===== config.mk =====
export PLATFORM = sky130hd
export DESIGN_NAME = dsadc_ctrl
export DESIGN_NICKNAME = d
export VERILOG_FILES = /design/src/rtl/dsadc_pkg.sv /design/src/rtl/dsadc_count.sv /design/src/rtl/dsadc_seq.sv /design/src/rtl/dsadc_capture.sv /design/src/rtl/dsadc_ctrl.sv
export SDC_FILE = /design/constraint.sdc
export NUM_CORES = 1
export LEC_CHECK = 0
export BUFFER_PORTS_ARGS = -buffer_cell sky130_fd_sc_hd__clkbuf_2
export CAP_MARGIN = 40
export CORE_MARGIN = 4
export CORE_UTILIZATION = 55
export DETAILED_ROUTE_END_ITERATION = 12
export HOLD_SLACK_MARGIN = 0.15
export PLACE_DENSITY = 0.86
export SYNTH_ARGS = -nofsm -noshare
export SYNTH_HDL_FRONTEND = slang
export SYNTH_HIERARCHICAL = 1
export SYNTH_SLANG_ARGS = --single-unit

===== constraint.sdc =====
create_clock -name clk_i -period 3.8 [get_ports clk_i]
set_input_delay 0 -clock clk_i [delete_from_list [all_inputs] [get_ports clk_i]]
set_output_delay 0 -clock clk_i [all_outputs]
set_load 0.02 [all_outputs]

===== src/rtl/dsadc_pkg.sv =====
package dsadc_pkg;
  typedef enum logic [1:0] {
    PH_IDLE,
    PH_CLEAR,
    PH_RUNUP,
    PH_RUNDOWN
  } phase_e;
endpackage


===== src/rtl/dsadc_count.sv =====
module dsadc_count #(
  parameter int W    = 8,
  parameter int LAST = 255
) (
  input  logic         clk_i,
  input  logic         rst_ni,
  input  logic         clr_i,
  input  logic         en_i,
  output logic [W-1:0] cnt_o,
  output logic         last_o
);
  logic [W-1:0] cnt_q;

  always_ff @(posedge clk_i or negedge rst_ni) begin
    if (!rst_ni)    cnt_q <= '0;
    else if (clr_i) cnt_q <= '0;
    else if (en_i)  cnt_q <= cnt_q + 1'b1;
  end

  assign cnt_o  = cnt_q;
  assign last_o = (cnt_q == W'(LAST));
endmodule


===== src/rtl/dsadc_seq.sv =====
module dsadc_seq
  import dsadc_pkg::*;
(
  input  logic   clk_i,
  input  logic   rst_ni,
  input  logic   start_i,
  input  logic   cmp_i,
  input  logic   runup_last_i,
  input  logic   rundown_last_i,
  output phase_e phase_o,
  output logic   finish_o,
  output logic   sat_o
);
  phase_e phase_q, phase_d;

  always_comb begin
    phase_d = phase_q;
    unique case (phase_q)
      PH_IDLE:    if (start_i) phase_d = PH_CLEAR;
      PH_CLEAR:   phase_d = PH_RUNUP;
      PH_RUNUP:   if (runup_last_i) phase_d = PH_RUNDOWN;
      PH_RUNDOWN: if (cmp_i || rundown_last_i) phase_d = PH_IDLE;
      default:    phase_d = PH_IDLE;
    endcase
  end

  always_ff @(posedge clk_i or negedge rst_ni) begin
    if (!rst_ni) phase_q <= PH_IDLE;
    else         phase_q <= phase_d;
  end

  assign phase_o  = phase_q;
  assign finish_o = (phase_q == PH_RUNDOWN) && (cmp_i || rundown_last_i);
  // a crossing in the final cycle still counts as a valid code
  assign sat_o    = (phase_q == PH_RUNDOWN) && !cmp_i && rundown_last_i;
endmodule


===== src/rtl/dsadc_capture.sv =====
module dsadc_capture #(
  parameter int W = 8
) (
  input  logic         clk_i,
  input  logic         rst_ni,
  input  logic         finish_i,
  input  logic         sat_i,
  input  logic [W-1:0] cnt_i,
  output logic [W-1:0] result_o,
  output logic         ovf_o,
  output logic         done_o
);
  always_ff @(posedge clk_i or negedge rst_ni) begin
    if (!rst_ni) begin
      result_o <= '0;
      ovf_o    <= 1'b0;
      done_o   <= 1'b0;
    end else begin
      done_o <= finish_i;
      if (finish_i) begin
        result_o <= sat_i ? '1 : cnt_i;
        ovf_o    <= sat_i;
      end
    end
  end
endmodule


===== src/rtl/dsadc_ctrl.sv =====
module dsadc_ctrl
  import dsadc_pkg::*;
#(
  parameter int RES_W     = 8,
  parameter int T1_CYCLES = 256
) (
  input  logic             clk_i,
  input  logic             rst_ni,
  input  logic             start_i,
  input  logic             cmp_i,
  output logic             busy_o,
  output logic             done_o,
  output logic             int_clr_o,
  output logic             sel_in_o,
  output logic             sel_ref_o,
  output logic [RES_W-1:0] result_o,
  output logic             ovf_o
);
  localparam int TW        = (T1_CYCLES > 1) ? $clog2(T1_CYCLES) : 1;
  localparam int MEAS_LAST = (1 << RES_W) - 1;

  phase_e             phase;
  logic               finish, sat;
  logic               runup_last, rundown_last;
  logic [TW-1:0]      runup_cnt;
  logic [RES_W-1:0]   rundown_cnt;

  dsadc_seq u_seq (
    .clk_i          (clk_i),
    .rst_ni         (rst_ni),
    .start_i        (start_i),
    .cmp_i          (cmp_i),
    .runup_last_i   (runup_last),
    .rundown_last_i (rundown_last),
    .phase_o        (phase),
    .finish_o       (finish),
    .sat_o          (sat)
  );

  dsadc_count #(.W(TW), .LAST(T1_CYCLES - 1)) u_runup_cnt (
    .clk_i  (clk_i),
    .rst_ni (rst_ni),
    .clr_i  (phase != PH_RUNUP),
    .en_i   (phase == PH_RUNUP),
    .cnt_o  (runup_cnt),
    .last_o (runup_last)
  );

  dsadc_count #(.W(RES_W), .LAST(MEAS_LAST)) u_rundown_cnt (
    .clk_i  (clk_i),
    .rst_ni (rst_ni),
    .clr_i  (phase != PH_RUNDOWN),
    .en_i   (phase == PH_RUNDOWN),
    .cnt_o  (rundown_cnt),
    .last_o (rundown_last)
  );

  dsadc_capture #(.W(RES_W)) u_capture (
    .clk_i    (clk_i),
    .rst_ni   (rst_ni),
    .finish_i (finish),
    .sat_i    (sat),
    .cnt_i    (rundown_cnt),
    .result_o (result_o),
    .ovf_o    (ovf_o),
    .done_o   (done_o)
  );

  assign busy_o    = (phase != PH_IDLE);
  assign int_clr_o = (phase == PH_CLEAR);
  assign sel_in_o  = (phase == PH_RUNUP);
  assign sel_ref_o = (phase == PH_RUNDOWN);

  logic unused_runup;
  assign unused_runup = ^runup_cnt;
endmodule


Yosys cells after proc, flatten, opt, wreduce, memory -nomap -nowiden
Cells that the tools add are included.
Operators by class
  $add $sub $neg: 2
  multiply operators: 0
  divide/modulo/power cells: 0
  magnitude comparators: 0
  eq/ne operators: 10
  shift operators: 0
  mux-type cells: 9
  bitwise logic cells: 0
  reduce and logical (&&, ||, !) cells: 10
Operator list (number)
  $mux 8: 5
  $add 8x1->8 const B: 2
  $eq 8x8->1 const B: 2
  $pmux 2 s4: 1
  $mux 2: 3
  $ne 2x2->1 const B: 3
  $reduce_bool 2->1: 3
  $eq 2x2->1 const B: 2
  $ne 2x1->1 const B: 2
  $logic_and 1x1->1: 3
  $reduce_and 3->1: 1
  $eq 2x1->1 const B: 1
  $logic_not 2->1: 1
  $logic_not 1->1: 1
  $logic_or 1x1->1: 1
Word-level totals
  flip-flop bits (word level): 28
  bits in latches: 0
  bits in writable memories: 0
  memory bits (read-only): 0
  input port bits: 4
  output and inout bits: 14
  word-level logic and storage cells: 37
  memories: 0

Longest topological paths before layout
  word-level depth: 4
  gate-level depth with buffers: 8
  gate-level depth less buffers: 6

By module
The synthesis kept the hierarchy.
Modules (own cells, without submodules)
  dsadc_count: instances 2, cells each 39, area each 396.6 µm², seq. area each 200.2 µm²
  dsadc_capture: instances 1, cells each 38, area each 414.1 µm², seq. area each 250.2 µm²
  dsadc_seq: instances 1, cells each 17, area each 180.2 µm², seq. area each 50.0 µm²
  dsadc_ctrl: instances 1, cells each 6, area each 38.8 µm², seq. area each 0.0 µm²

Worst setup path before layout
No wires, ideal clock.
  path kind: flip-flop to flip-flop
  from: register u_rundown_cnt.cnt_q[0] (netlist: u_rundown_cnt/cnt_o[0])
  to: register u_seq.phase_q[1] (netlist: u_seq/phase_o[1])
  library setup time: 125 ps
  arrival: 1501 ps
  required time: 3675 ps
  path slack: 2174 ps
  cell stages (with the launch flop): 7
  buffers on the path: 0
  period minus slack after synthesis: 1626 ps
  cell sequence: dfrtp_1 -> ha_1 -> nand3_1 -> nor2_1 -> nor3b_1 -> a221oi_2 -> mux2_2
On the way
  cells in the longest elaborated chain, start to end: 4
RTL lines
  start, declared: line dsadc_count.sv:12  | logic [W-1:0] cnt_q;
  start signal, assigned: line dsadc_count.sv:17  | else if (en_i) cnt_q <= cnt_q + 1'b1;
  $eq 8x8->1: line dsadc_count.sv:21  | assign last_o = (cnt_q == W'(LAST));
  net rundown_last: line dsadc_ctrl.sv:24  | logic runup_last, rundown_last;
  $logic_or 1x1->1: line dsadc_seq.sv:22  | PH_RUNDOWN: if (cmp_i || rundown_last_i) phase_d = PH_IDLE;
  $ne 2x1->1 (no source line)
  $reduce_and 3->1 (no source line)
  end signal, assigned: line dsadc_seq.sv:29  | else phase_q <= phase_d;
  end, declared: line dsadc_seq.sv:14  | phase_e phase_q, phase_d;
The timed path passes the listed nets, and every way through them passes these cells.
A chain may end at the register's enable or synchronous reset.

Worst setup path after layout
  from: register u_rundown_cnt.cnt_q[0] (netlist: u_rundown_cnt/cnt_o[0])
  to: register u_capture.ovf_o
On the way
  cells in the longest elaborated chain, start to end: 3
  elaborated cells on any way between the ends: 4
  classes of those cells: eq/ne: 1; reduce/logical: 3
RTL lines
  $eq 8x8->1: line dsadc_count.sv:21
  net rundown_last: line dsadc_ctrl.sv:24
  $logic_or 1x1->1: line dsadc_seq.sv:33  | assign finish_o = (phase_q == PH_RUNDOWN) && (cmp_i || rundown_last_i);
  $logic_and 1x1->1: line dsadc_seq.sv:33
  net finish: line dsadc_ctrl.sv:23  | logic finish, sat;
  end signal, assigned: line dsadc_capture.sv:22  | ovf_o <= sat_i;
  end, declared: line dsadc_capture.sv:10  | output logic ovf_o,
The timed path passes the listed nets, and every way through them passes these cells.

==> summary.log <==
INFO  detailed_routing wire_per_inst=14.8um
INFO  clock_tree     reg_clk_slew_reported_paths=0.14ns
INFO  die            core.rowCount=18
INFO  place          post-place-cells=179
INFO  yosys          netlist.top_cell.by_area=sky130_fd_sc_hd__dfrtp_1
INFO  timing         maxSlewViolCount=0
INFO  clock_tree     cts_sink_cnt=28
INFO  die            start_util=0.576
INFO  yosys          number_of_enable_flip_flop_cells_after_synthesis=0
INFO  critical_path  critPathRequiredTime=4.03ns
INFO  timing         worst_clock_skew=0.00363ns
INFO  timing         fin_setup_tns=0ns
INFO  global_route   grt_start_max_net_pins=29
INFO  clock_tree     cts_made_buffers=3
INFO  yosys          netlist_instances=139
INFO  global_route   track_usage=0.183
INFO  pwr            power.static_leakage=0.000715uW
INFO  yosys          synth_ff_type=sky130_fd_sc_hd__dfrtp_1
INFO  detailed_routing via_per_inst=5.64
INFO  yosys          synth_commonest_cells=sky130_fd_sc_hd__dfrtp_1 (28), sky130_fd_sc_hd__nor2_1 (27), sky130_fd_sc_hd__a21oi_1 (12)
INFO  final_layout   final_core_util=0.624
INFO  die            dieWidth=58.9um
INFO  final_layout   antenna_cells_inserted=0
INFO  clock_tree     cts_max_path_buffers=2
INFO  final_layout   layoutNonFillerInstCount=185
INFO  critical_path  worst-setup-path-type=reg -> reg
INFO  clock_tree     cts.root.buffer_cell=sky130_fd_sc_hd__clkbuf_4
INFO  yosys          synth_area_per_cell=10.3um2
INFO  timing         finalSetupViolCount=0
INFO  global_route   grt_pass1_vias=1088
INFO  detailed_routing postRouteWirelength=2.73mm
INFO  clock_tree     worst_skew_pair.late_latency=0.33ns
INFO  detailed_routing detail_route_antenna_nets=0
INFO  yosys          synthArstFlopShare=1.00
INFO  clock_tree     cts.repair.resized=0
INFO  detailed_routing drc_errors=0
INFO  timing         rsz_0062_raised_after_global_routing=false
INFO  die            die-area=3470um2
INFO  critical_path  critPathArrivalTime=2.26ns
INFO  final_layout   post_route_cells_drive_above_1_share=0.213
INFO  place          portBuffers=17
INFO  critical_path  critPathCaptureType=register
INFO  global_route   grt_antenna_before_repair=0
INFO  final_layout   num-nets-final=166
INFO  yosys          ys.warnings.count=6
INFO  pwr            pwr_density_cell=292nW/um2
INFO  detailed_routing vias=1043
INFO  yosys          synth_nets=149
INFO  die            floorplan.core_area=2480um2
INFO  timing         worst_slew_pin_slew=0.659ns
INFO  global_route   grt_pass1_wl=4.69mm
INFO  final_layout   area_growth=8.42%
INFO  timing         highest_achievable_clock_rate=0.494GHz
INFO  pwr            worst_voltage_drop_across_the_vdd_grid=0.211mV
INFO  clock_tree     tritoncts_clock_tree=done
INFO  clock_tree     cts_hold_buf=2
INFO  die            die_height=58.9um
INFO  yosys          yosys.cell_count.top_type=sky130_fd_sc_hd__dfrtp_1
INFO  timing         finalHoldViolations=0
INFO  timing         slew_headroom=0.561
INFO  hold_path      timing.hold.worst.class=in -> async
INFO  run            max_cap_violations=0
INFO  yosys          yosys-top-cells-area=sky130_fd_sc_hd__dfrtp_1 (49%), sky130_fd_sc_hd__nor2_1 (7.1%), sky130_fd_sc_hd__ha_1 (5.3%)
INFO  detailed_routing firstDrtPassIters=4
INFO  place          detailed_place_hpwl=1.90mm
INFO  timing         final_min_period_over_clock_period=0.532
INFO  yosys          netlist-cell-type-count=32
INFO  clock_tree     cts_setup_buffers=0
INFO  outcome        run_status=finished, final reports clean
INFO  place          place.gp.congestion=0.807
INFO  critical_path  critPathMaxFanout=18
INFO  yosys          count_of_state_elements_after_synthesis=28
INFO  yosys          syn-cell-area=1430um2
INFO  detailed_routing initialDrtViolationCount=40
INFO  critical_path  cp-start-kind=register
INFO  timing         layout_min_cycle_time=2.02ns
INFO  yosys          seq_area_frac_synth=0.491
INFO  timing         fin_worst_hold_slack=0.219ns
INFO  pwr            total_power=451uW
INFO  yosys          synth_top_area_frac=0.491
INFO  die            io_pins=18
INFO  global_route   grt_overflow=0
INFO  clock_tree     cts.htree.levels=1
-- per-layer routing --
metal,up-vias,global-route usage,part of all wire,wire length (um)
li1,502,-,-,-
met4,0,0.117,0.031,85
met1,498,0.206,0.41,1110
met3,9,0.0417,0.049,135
met5,-,0,0,0
met2,34,0.309,0.51,1400
-- worst max-delay path, stage by stage (launching register included) --
cell and delay, ns:
sky130_fd_sc_hd__dfrtp_1 0.48, sky130_fd_sc_hd__ha_1 0.26, sky130_fd_sc_hd__nand3_1 0.09, sky130_fd_sc_hd__nor2_1 0.19
sky130_fd_sc_hd__o21a_1 0.56, sky130_fd_sc_hd__mux2_4 0.35
-- stage by stage --
| step | setup WS (ns) | instance area, um2 |
|---|---|---|
| floorplan | 2.17 | 1430 |
| global placement | 1.93 | 1490 |
| finish | 1.78 | 1550 |
| CTS | 1.81 | 1550 |
| detailed placement | 1.84 | 1490 |
| global route | 1.64 | 1550 |
-- power by group --
part / internal, uW / leakage (uW) / switching (uW)
registers: 298 / 0.000376 / 0
clock network: 58.8 / 0.0000210 / 85.1
logic: 2.59 / 0.000318 / 6.47
-- cells in the final DEF, fill, tap and decap left out, types with 2 or more instances in the layout --
cell type and count:
sky130_fd_sc_hd__a21oi_2 2, sky130_fd_sc_hd__inv_1 4, sky130_fd_sc_hd__dfrtp_1 28, sky130_fd_sc_hd__nor2_2 2, sky130_fd_sc_hd__xnor2_1 2, sky130_fd_sc_hd__nand4_4 2, sky130_fd_sc_hd__ha_1 6, sky130_fd_sc_hd__mux2i_1 3
sky130_fd_sc_hd__a21oi_1 12, sky130_fd_sc_hd__or3_1 6, sky130_fd_sc_hd__nand3_1 6, sky130_fd_sc_hd__nand2_1 5, sky130_fd_sc_hd__nor2_1 27, sky130_fd_sc_hd__clkbuf_4 3, sky130_fd_sc_hd__dlygate4sd3_1 2, sky130_fd_sc_hd__xor2_1 6
sky130_fd_sc_hd__o21ai_0 6, sky130_fd_sc_hd__clkbuf_2 17, sky130_fd_sc_hd__nand4_1 4
-- registers in the layout, indices dropped and copies added, names as in the netlist --
signal,count
u_capture/done_o,1
u_capture/ovf_o,1
u_capture/result_o,8
u_rundown_cnt/cnt_o,8
u_runup_cnt/cnt_o,8
u_seq/phase_o,2
-- cells by family after synthesis --
family                   count (synthesis)  synth area share
AO/OA/AOI/OAI                           22            0.0912
XOR/XNOR                                 8            0.0491
adder cells (fa/ha/maj)                  6            0.0526
buffers and inverters                   11            0.0517
flip-flops                              28             0.491
multiplexers                             5            0.0395
AND/OR/NAND/NOR                         59             0.225
-- area by class of cell --
| type | count | area, um2 |
|---|---|---|
| fillers | 206 | 931 |
| flip-flops and latches | 28 | 701 |
| multi-input cells | 100 | 652 |
| repair buffers | 19 | 105 |
| well taps | 30 | 37.5 |
| clock buffers | 4 | 36.3 |
| inverters | 4 | 15.0 |
-- worst paths after layout --
path,endpoint,start,slack (ns),depth (start not counted)
max,u_capture/ovf_o$_DFFE_PN0P_,u_rundown_cnt/cnt_o[0]$_DFFE_PN0P_,1.78,5
max in group asynchronous,u_runup_cnt/cnt_o[4]$_DFFE_PN0P_,rst_ni,3.16,2
min,u_capture/result_o[6]$_DFFE_PN0P_,rst_ni,0.22,2
max reg2reg,u_capture/ovf_o$_DFFE_PN0P_,u_rundown_cnt/cnt_o[0]$_DFFE_PN0P_,1.78,5
min reg2reg,u_capture/result_o[5]$_DFFE_PN0P_,u_capture/result_o[5]$_DFFE_PN0P_,0.55,2
min in group clk_i,u_seq/phase_o[0]$_DFFE_PN0P_,cmp_i,0.25,4
No activity file was read; power rests on OpenSTA's default activity.
